### src/rtl/smbus_seq.sv
module smbus_seq #(
  parameter int NBYTES = 32,
  parameter int AW     = $clog2(NBYTES + 8)
) (
  input  logic          clk,
  input  logic          rst_n,
  input  logic          reg_wr,
  input  logic [AW-1:0] reg_addr,
  input  logic [7:0]    reg_wdata,
  output logic [7:0]    reg_rdata,
  output logic          op_valid,
  output logic [1:0]    op_code,
  output logic [7:0]    op_data,
  output logic          op_nack,
  input  logic          rsp_valid,
  input  logic [7:0]    rsp_data,
  input  logic          rsp_nack
);
  localparam int AIW = $clog2(NBYTES);
  localparam logic [AW-1:0] A_PROT = AW'(0);
  localparam logic [AW-1:0] A_STAT = AW'(1);
  localparam logic [AW-1:0] A_ADDR = AW'(2);
  localparam logic [AW-1:0] A_CMD  = AW'(3);
  localparam int            DBASE  = 4;
  localparam logic [AW-1:0] A_BCNT = AW'(DBASE + NBYTES);
  localparam logic [AW-1:0] A_ALA  = AW'(DBASE + NBYTES + 1);
  localparam logic [AW-1:0] A_ALD0 = AW'(DBASE + NBYTES + 2);
  localparam logic [AW-1:0] A_ALD1 = AW'(DBASE + NBYTES + 3);
  localparam logic [7:0] CAP_FULL = 8'(NBYTES);
  localparam logic [7:0] CAP_LESS = 8'(NBYTES - 1);

  localparam logic [1:0] OP_START = 2'd0, OP_STOP = 2'd1, OP_WR = 2'd2, OP_RD = 2'd3;
  localparam logic [4:0] C_OK = 5'h00, C_DNAK = 5'h10, C_DERR = 5'h11,
                         C_UNSUP = 5'h19, C_PEC = 5'h1F;

  typedef enum logic [3:0] {
    PH_IDLE, PH_DEC, PH_START, PH_ADDR1, PH_CMD, PH_WCNT, PH_WDAT,
    PH_RS, PH_ADDR2, PH_RCNT, PH_RDAT, PH_PEC, PH_STOP
  } phase_t;

  phase_t      ph;
  logic [7:0]  prot, tgt, cmd, bcnt, ala, ald0, ald1, crc, idx;
  logic [7:0]  data [NBYTES];
  logic        done;
  logic [4:0]  code;

  function automatic logic [7:0] crc8(input logic [7:0] c, input logic [7:0] d);
    logic [7:0] x;
    x = c ^ d;
    for (int b = 0; b < 8; b++) x = x[7] ? ({x[6:0], 1'b0} ^ 8'h07) : {x[6:0], 1'b0};
    return x;
  endfunction

  // protocol decode
  logic       f_ok, f_rw1, f_cmd, f_wcnt, f_rs, f_rcnt, f_pec, rd_path;
  logic [7:0] wlen, rlen, c_full, c_less;
  wire        rdb = prot[0];

  assign c_full = (bcnt > CAP_FULL) ? CAP_FULL : bcnt;
  assign c_less = (bcnt > CAP_LESS) ? CAP_LESS : bcnt;

  always_comb begin
    f_ok = 1'b1; f_rw1 = 1'b0; f_cmd = 1'b0; f_wcnt = 1'b0; f_rs = 1'b0;
    f_rcnt = 1'b0; wlen = 8'd0; rlen = 8'd0; f_pec = prot[7];
    case (prot[6:1])
      6'h01: begin f_rw1 = rdb; f_pec = 1'b0; end
      6'h02: if (rdb) begin f_rw1 = 1'b1; rlen = 8'd1; end else f_cmd = 1'b1;
      6'h03: begin f_cmd = 1'b1; if (rdb) begin f_rs = 1'b1; rlen = 8'd1; end else wlen = 8'd1; end
      6'h04: begin f_cmd = 1'b1; if (rdb) begin f_rs = 1'b1; rlen = 8'd2; end else wlen = 8'd2; end
      6'h05: begin
        f_cmd = 1'b1;
        if (rdb) begin f_rs = 1'b1; f_rcnt = 1'b1; rlen = c_full; end
        else begin f_wcnt = 1'b1; wlen = c_full; end
      end
      6'h06: begin
        f_cmd = 1'b1; f_rs = 1'b1;
        if (rdb) begin f_wcnt = 1'b1; wlen = c_less; f_rcnt = 1'b1; rlen = c_full; end
        else begin wlen = 8'd2; rlen = 8'd2; end
      end
      6'h25: begin f_cmd = 1'b1; if (rdb) begin f_rs = 1'b1; rlen = c_full; end else wlen = c_full; end
      default: f_ok = 1'b0;
    endcase
  end
  assign rd_path = f_rs | f_rw1;

  // successor phases
  phase_t s_tail, s_rdat, s_afterw, s_aftercmd, s_after1;
  always_comb begin
    s_tail     = f_pec ? PH_PEC : PH_STOP;
    s_rdat     = (rlen != 8'd0) ? PH_RDAT : s_tail;
    s_afterw   = f_rs ? PH_RS : s_rdat;
    s_aftercmd = f_wcnt ? PH_WCNT : ((wlen != 8'd0) ? PH_WDAT : s_afterw);
    s_after1   = f_cmd ? PH_CMD : s_aftercmd;
  end

  // operation presented to the bus engine
  assign op_valid = (ph != PH_IDLE) && (ph != PH_DEC);
  always_comb begin
    op_code = OP_STOP; op_data = 8'd0; op_nack = 1'b0;
    case (ph)
      PH_START, PH_RS: op_code = OP_START;
      PH_ADDR1: begin op_code = OP_WR; op_data = {tgt[7:1], f_rw1}; end
      PH_ADDR2: begin op_code = OP_WR; op_data = {tgt[7:1], 1'b1}; end
      PH_CMD:   begin op_code = OP_WR; op_data = cmd; end
      PH_WCNT:  begin op_code = OP_WR; op_data = wlen; end
      PH_WDAT:  begin op_code = OP_WR; op_data = data[idx[AIW-1:0]]; end
      PH_RCNT:  op_code = OP_RD;
      PH_RDAT:  begin op_code = OP_RD; op_nack = (idx == rlen - 8'd1) && !f_pec; end
      PH_PEC:   if (rd_path) begin op_code = OP_RD; op_nack = 1'b1; end
                else begin op_code = OP_WR; op_data = crc; end
      default:  op_code = OP_STOP;
    endcase
  end

  wire [7:0] crc_nx = crc8(crc, (op_code == OP_RD) ? rsp_data : op_data);
  wire       take   = op_valid && rsp_valid;

  always_ff @(posedge clk or negedge rst_n) begin
    if (!rst_n) begin
      ph <= PH_IDLE; prot <= '0; tgt <= '0; cmd <= '0; bcnt <= '0;
      ala <= '0; ald0 <= '0; ald1 <= '0; crc <= '0; idx <= '0;
      done <= 1'b0; code <= C_OK;
      for (int i = 0; i < NBYTES; i++) data[i] <= '0;
    end else begin
      if (reg_wr) begin
        if (reg_addr == A_PROT && ph == PH_IDLE) begin
          prot <= reg_wdata; done <= 1'b0; code <= C_OK;
          crc <= '0; idx <= '0; ph <= PH_DEC;
        end
        if (reg_addr == A_ADDR) tgt  <= reg_wdata;
        if (reg_addr == A_CMD)  cmd  <= reg_wdata;
        if (reg_addr == A_BCNT) bcnt <= reg_wdata;
        if (reg_addr == A_ALA)  ala  <= reg_wdata;
        if (reg_addr == A_ALD0) ald0 <= reg_wdata;
        if (reg_addr == A_ALD1) ald1 <= reg_wdata;
        for (int i = 0; i < NBYTES; i++)
          if (reg_addr == AW'(DBASE + i)) data[i] <= reg_wdata;
      end
      if (ph == PH_DEC) begin
        if (f_ok) ph <= PH_START;
        else begin code <= C_UNSUP; done <= 1'b1; ph <= PH_IDLE; end
      end else if (take) begin
        if (op_code == OP_WR || op_code == OP_RD) crc <= crc_nx;
        if (op_code == OP_WR && rsp_nack) begin
          code <= (ph == PH_ADDR1 || ph == PH_ADDR2) ? C_DNAK : C_DERR;
          idx  <= '0;
          ph   <= PH_STOP;
        end else begin
          case (ph)
            PH_START: ph <= PH_ADDR1;
            PH_RS:    ph <= PH_ADDR2;
            PH_ADDR1: ph <= s_after1;
            PH_CMD:   ph <= s_aftercmd;
            PH_WCNT:  ph <= (wlen != 8'd0) ? PH_WDAT : s_afterw;
            PH_WDAT: begin
              if (idx == wlen - 8'd1) begin idx <= '0; ph <= s_afterw; end
              else idx <= idx + 8'd1;
            end
            PH_ADDR2: ph <= f_rcnt ? PH_RCNT : s_rdat;
            PH_RCNT: begin
              bcnt <= rsp_data;
              ph   <= (rsp_data != 8'd0) ? PH_RDAT : s_tail;
            end
            PH_RDAT: begin
              data[idx[AIW-1:0]] <= rsp_data;
              if (idx == rlen - 8'd1) begin idx <= '0; ph <= s_tail; end
              else idx <= idx + 8'd1;
            end
            PH_PEC: begin
              if (rd_path && crc_nx != 8'd0) code <= C_PEC;
              ph <= PH_STOP;
            end
            PH_STOP: begin done <= 1'b1; ph <= PH_IDLE; end
            default: ph <= PH_IDLE;
          endcase
        end
      end
    end
  end

  always_comb begin
    reg_rdata = 8'd0;
    case (reg_addr)
      A_PROT: reg_rdata = prot;
      A_STAT: reg_rdata = {done, 2'b00, code};
      A_ADDR: reg_rdata = tgt;
      A_CMD:  reg_rdata = cmd;
      A_BCNT: reg_rdata = bcnt;
      A_ALA:  reg_rdata = ala;
      A_ALD0: reg_rdata = ald0;
      A_ALD1: reg_rdata = ald1;
      default: reg_rdata = 8'd0;
    endcase
    for (int i = 0; i < NBYTES; i++)
      if (reg_addr == AW'(DBASE + i)) reg_rdata = data[i];
  end

  // a pending operation holds steady until answered
  p_op_hold_r3: assert property (@(posedge clk) disable iff (!rst_n)
    (op_valid && !rsp_valid && !reg_wr) |=> (op_valid && $stable(op_code) && $stable(op_data) && $stable(op_nack)));

  p_first_start_r2: assert property (@(posedge clk) disable iff (!rst_n)
    $rose(op_valid) |-> (op_code == OP_START));

  p_nack_read_only_r8: assert property (@(posedge clk) disable iff (!rst_n)
    (op_valid && op_code != OP_RD) |-> !op_nack);

  p_done_quiet_r13: assert property (@(posedge clk) disable iff (!rst_n)
    done |-> !op_valid);

  p_busy_ignore_r12: assert property (@(posedge clk) disable iff (!rst_n)
    (ph != PH_IDLE && reg_wr && reg_addr == A_PROT) |=> $stable(prot));

  p_code_set_r10: assert property (@(posedge clk) disable iff (!rst_n)
    done |-> (code == C_OK || code == C_DNAK || code == C_DERR || code == C_UNSUP || code == C_PEC));
endmodule

### config.mk
export PLATFORM = sky130hd
export DESIGN_NAME = smbus_seq
export DESIGN_NICKNAME = d
export VERILOG_FILES = /design/src/rtl/smbus_seq.sv
export SDC_FILE = /design/constraint.sdc
export NUM_CORES = 1
export LEC_CHECK = 0
export BUFFER_PORTS_ARGS = -buffer_cell sky130_fd_sc_hd__buf_2
export CAP_MARGIN = 10
export CORE_MARGIN = 2
export CORE_UTILIZATION = 30
export CTS_BUF_LIST = sky130_fd_sc_hd__clkbuf_4
export CTS_CLUSTER_DIAMETER = 100
export DETAILED_ROUTE_END_ITERATION = 6
export PLACE_DENSITY_LB_ADDON = 0.08
export SETUP_SLACK_MARGIN = 0.4
export SYNTH_ARGS = -nofsm -noshare
export SYNTH_HDL_FRONTEND = slang
export SYNTH_SLANG_ARGS = --single-unit
export TNS_END_PERCENT = 10
### constraint.sdc
create_clock -name clk -period 7.5 [get_ports clk]
set_clock_uncertainty 0.05 [all_clocks]
set_input_delay 0.75 -clock clk [delete_from_list [all_inputs] [get_ports clk]]
set_output_delay 0.75 -clock clk [all_outputs]
set_load 0.02 [all_outputs]
[After elaboration in Yosys (flattened, before gate mapping)]
Cells that the tools add are included.
Storage, ports and cells
  register bits: 338
  input bits: 27
  output and inout bits: 20
  logic and storage cells: 321
Cells by class
  add/subtract/negate cells: 3
  magnitude comparators: 4
  equal/unequal tests: 63
  mux-type cells: 164
  bitwise logic cells: 11
  reductions and logical operators: 32
Operators with widths (number)
  256-bit 2-to-1 mux: 5
  8-bit 2-to-1 mux: 93
  256-bit bitwise mux: 1
  6-bit by 5-bit equality test with 1-bit output (second input constant): 16
  8-bit case mux with 4 select lines: 2
  8-bit case mux with 8 select lines: 1
  6-bit equality test (second input constant): 9
  6-bit by 4-bit equality test with 1-bit output (second input constant): 8
  8-bit case mux with 6 select lines: 1
  4-bit 2-to-1 mux: 11
  6-bit by 3-bit equality test with 1-bit output (second input constant): 7
  8-bit binary-select mux with 5-bit select: 1
  8-bit demux with 5-bit select: 1
  5-bit 2-to-1 mux: 8
  4-bit case mux with 10 select lines: 1
  3-bit 2-to-1 mux: 12
  8-bit nonzero test: 4
  6-bit by 2-bit equality test with 1-bit output (second input constant): 4
  3-bit inverter: 8
  4-bit equality test (second input constant): 5
  1-bit 2-to-1 mux: 17
  4-bit by 3-bit equality test with 1-bit output (second input constant): 4
  8-bit equality test: 2
  8-bit case mux with 2 select lines: 1
  28 further kinds: 55

[Logic depth before layout (Yosys ltp)]
  depth in word-level cells: 34
  depth in mapped cells: 16
  mapped depth without buffers: 15

[Worst setup path before layout]
No wires, ideal clock.
  path type: in2out
  start: input port reg_addr[1]
  end: output port reg_rdata[2]
  arrival: 3.511 ns
  required time: 6.700 ns
  path slack: 3.189 ns
  cell stages on the path: 9
  path buffers: 7
  cell sequence: clkbuf_1 -> clkbuf_1 -> clkbuf_1 -> clkbuf_1 -> clkbuf_1 -> buf_1 -> clkbuf_1 -> a2111oi_0 -> a211oi_1
On the way
  longest elaborated chain between the ends: 34
  elaborated cells on any way between the ends: 73
  those cells by class: eq/ne: 39; mux: 33; reduce/logical: 1
RTL lines
  from (decl): line 8  | input logic [AW-1:0] reg_addr,
  6-bit equality test, or another cell as far along: line 183  | case (reg_addr)
  8-bit case mux with 8 select lines: line 183
  8-bit 2-to-1 mux (31 in a row): line 195  | if (reg_addr == AW'(DBASE + i)) reg_rdata = data[i];
  8-bit 2-to-1 mux (*): line 195
  to (decl): line 10  | output logic [7:0] reg_rdata,
Mark *: on every way between the ends. The rest lies on a longest branch, timed or not.

[Worst setup path in the final report]
  start: register prot[2]
  end: output port op_nack
On the way
  longest elaborated chain between the ends: 7
  elaborated cells on any way between the ends: 21
  those cells by class: add/sub: 1; eq/ne: 8; mux: 6; bitwise: 1; reduce/logical: 5
RTL lines
  from (decl): line 42  | logic [7:0] prot, tgt, cmd, bcnt, ala, ald0, ald1, crc, idx;
  from (signal assigned): line 120  | ph <= PH_IDLE; prot <= '0; tgt <= '0; cmd <= '0; bcnt <= '0;
  from (signal assigned): line 127  | prot <= reg_wdata; done <= 1'b0; code <= C_OK;
  6-bit equality test, or another cell as far along: line 65  | case (prot[6:1])
  2-bit OR reduction (no source line)
  8-bit case mux with 4 select lines: line 65
  8-bit by 1-bit subtractor with 8-bit output: line 108  | PH_RDAT: begin op_code = OP_RD; op_nack = (idx == rlen - 8'd1) && !f_pec; end
  8-bit equality test: line 108
  1-bit logical AND: line 108
  1-bit case mux with 2 select lines (*): line 100  | case (ph)
  to (decl): line 14  | output logic op_nack,
Marked as above.

==> impl_metrics.env <==
export IMPL_synth_area_um2=23500
export IMPL_cp_required_ns=6.70
export IMPL_final_util_pct=33.0
export IMPL_switching_power_mw=2.46
export IMPL_setup_viol=0
export IMPL_dieArea_um2=80500
export IMPL_finalHoldViolCount=0
export IMPL_register_area_um2=8460
export IMPL_max_stage_delay_ns=0.79
export IMPL_fmax_mhz=166
export IMPL_async_reset_ff_share_pct=100
export IMPL_via_per_inst=5.91
export IMPL_ys_seq_area_share_pct=36.0
export IMPL_final_cells=3749
export IMPL_period_share_pct=80.4
export IMPL_grt_first_pass_wirelength_mm=165
export IMPL_synthCells=2686
export IMPL_overflow=0
export IMPL_violations="DRC"
export IMPL_grt_max_degree=141
export IMPL_p_total_mw=6.04
export IMPL_wire_per_inst_um=31.0
export IMPL_worstPathArrival_ns=5.23
export IMPL_cts_made_buffers=103
export IMPL_synthTopCellsByArea="dfrtp_1 36%, mux2i_1 18%, a21oi_1 7.6%, nor2_1 6.1%, nand2_1 3.1%"
export IMPL_cts_sinks=338
export IMPL_clk_pin_slew_ns=0.06
export IMPL_criticalPathCategory="reg2out"
export IMPL_final_max_slew_violation_count=0
export IMPL_critPathLaunchType="flop"
export IMPL_start_util_pct=30.3
export IMPL_synth_largest_area_cell="dfrtp_1"
export IMPL_slew_headroom_pct=16.3
export IMPL_worstSetupStartpoint="prot[2]"
export IMPL_rsz0062_at_grt="false"
export IMPL_drt_iter0_drc=2483
export IMPL_nFillCells=8234
export IMPL_setup_tns_ns=0
export IMPL_grtUsageTotal_pct=28.2
export IMPL_worstPathCellList="nor3b_1 > o211ai_1 > nor2_1 > a21oi_1 > ha_1 > o21ai_1 > xor2_1 > nand3_1 > or4_1 > nor2_1 > nand2_1 > nand2_1 > buf_2"
export IMPL_dp_hpwl_mm=78.5
export IMPL_drc_errors=6
export IMPL_worst_hold_startpoint="rsp_valid"
export IMPL_syn_nets=2721
export IMPL_intPower_mw=3.58
export IMPL_status="finished with violations"
export IMPL_cts_tree="yes"
export IMPL_post_cts_buffers=0
export IMPL_p_clk_share_pct=28.0
export IMPL_synth_cell_types=105
export IMPL_rr_startpoint="idx[1]"
export IMPL_core_area_um2=77500
export IMPL_antenna_left=0
export IMPL_antenna_found_initial=3
export IMPL_cap_violations=0
export IMPL_ys_ff_latch=338
export IMPL_fp_dieH_um=284
export IMPL_routed_wirelength_mm=116
export IMPL_hold_class="in2reg"
export IMPL_first_global_vias=21200
export IMPL_drive_above_1_share_pct=12.8
export IMPL_sequentialPowerShare_pct=42.5
export IMPL_crit_slowest_cell="nor3b_1"
export IMPL_endpoint_kind="primary output"
export IMPL_fin_nets=2690
export IMPL_fin_crit_ns=6.03
export IMPL_synth_enable_flop_cells=0
export IMPL_clk_latency_ns=0.95
export IMPL_peakVddDrop_uv=98.4
export IMPL_dp_cells=3589
export IMPL_critPathMaxFanout=20
export IMPL_via_count=22100
export IMPL_combPwrFrac_pct=29.4
export IMPL_worstMarginPinSlew_ns=1.26
export IMPL_die_x_um=284
export IMPL_p_leak_nw=10.4
export IMPL_syn_to_final_growth_pct=8.94
export IMPL_rows=102
export IMPL_clk_path_buf_depth=3
export IMPL_ioPinCount=47
export IMPL_syn_avg_cell_area_um2=8.74
export IMPL_first_pass_iters=7
export IMPL_htree_num_levels=3
export IMPL_swShare_pct=40.7
export IMPL_port_buffers=46
export IMPL_multi_input_area_um2=13900
export IMPL_clockRootBuffer="clkbuf_4"
export IMPL_power_density_nw_per_um2=236
export IMPL_gp_congestion=0.933
export IMPL_yosysWarnings=0
export IMPL_synth_top_area_share_pct=36.0
export IMPL_synthFlopType="dfrtp_1"
cell type report:
class                      instances  share of cell area (%)
antenna                            2                  0.0196
clock buffer                     127                    3.73
clock inverter                    30                   0.631
inverter                          22                   0.323
multi-input combinational       2095                    54.5
sequential                       338                    33.1
tap                             1040                    5.09
timing repair buffer              95                    2.57
worst max-delay path, delay by kind of cell, from the launching register on:
family	cells	cell delay, ns
fa+ha+maj	1	0.30
compound gates	3	0.71
flops	1	0.77
simple gates	7	2.10
xor+xnor	1	0.23
buf+inv	1	0.16
cell usage after synthesis (all sizes together), types with 8 or more instances:
master	instances
o22ai	81
buf	59
nor2	382
and2	17
and3	14
a31oi	24
clkbuf	172
o221ai	18
o32ai	8
nand3b	8
ha	8
a211oi	15
nand2	192
inv	21
a22o	8
nand3	47
xnor2	15
o21ai	118
nor3b	8
a32oi	11
nor2b	22
mux2	63
nor4	16
o211ai	12
a21oi	357
nand2b	12
xor2	10
mux4	12
a22oi	25
nor3	28
mux2i	427
dfrtp	338
a221oi	9
cells in the final DEF, fill, tap and decap left out, types with 25 or more instances in the layout:
cell type | netlist | routed
mux2i_1 | 425 | 425
nor2_1 | 380 | 380
a21oi_1 | 355 | 355
dfrtp_1 | 338 | 337
nand2_1 | 192 | 192
clkbuf_4 | 0 | 127
o21ai_0 | 106 | 106
o22ai_1 | 80 | 80
mux2_2 | 63 | 63
nand3_1 | 47 | 47
buf_4 | 12 | 46
buf_2 | 17 | 43
nor3_1 | 26 | 25
flip-flops by register name, summed over array words and instances (netlist names):
register / cells
data: 256
ala: 8
ald0: 8
ald1: 8
bcnt: 8
cmd: 8
crc: 8
idx: 8
prot: 8
tgt: 8
code: 5
ph: 4
done: 1
final timing paths:
path | to | slack (ns) | cells past startpoint
max | op_nack | 1.47 | 13
min | ph[3] | 0.08 | 4
max reg2reg | code[1] | 2.31 | 12
min reg2reg | ala[2] | 0.45 | 1
max in group asynchronous | data[144] | 5.72 | 3
min in group asynchronous | prot[1] | 0.33 | 2
cells by family after synthesis:
group / synth area share, %
AOI/OAI and AO/OA: 19.9
buffers and inverters: 4.69
DFF: 36.0
xor gates and xnor gates: 1.10
muxes: 22.5
and+or+nand+nor: 15.3
adders and majority gates: 0.427
power by group through the flow:
stage,logic [mW],clock network [mW],registers (mW)
floorplan,1.22,0,2.31
global placement,1.74,0,2.58
detailed placement,1.75,0,2.58
CTS,1.76,1.76,2.55
global route,1.91,1.85,2.59
finish,1.78,1.69,2.57
per-layer routing:
layer  GRT usage [%]  wire, um  up-vias
met1            40.3     53500    11200
met3            4.96      8290      185
li1                -         -     9805
met5               0        14        -
met2            42.6     50700      942
met4            10.2      3910        2
what timing repair did:
action / in CTS / in global routing
endpoints found under the hold margin: 67 / 0
hold buffers: 1 / 0
gates resized for setup: 0 / 0
through the flow:
step	hold WS, ns	setup slack (ns)	area, um^2
final	0.0837	1.47	25600
after global routing	0.0728	1.24	25600
after CTS	0.00209	1.56	25600
after detailed placement	0.442	1.98	24400
after global placement	0.437	2.05	24400
after floorplan	0.400	3.19	23500
(Power assumes the default switching activity.)
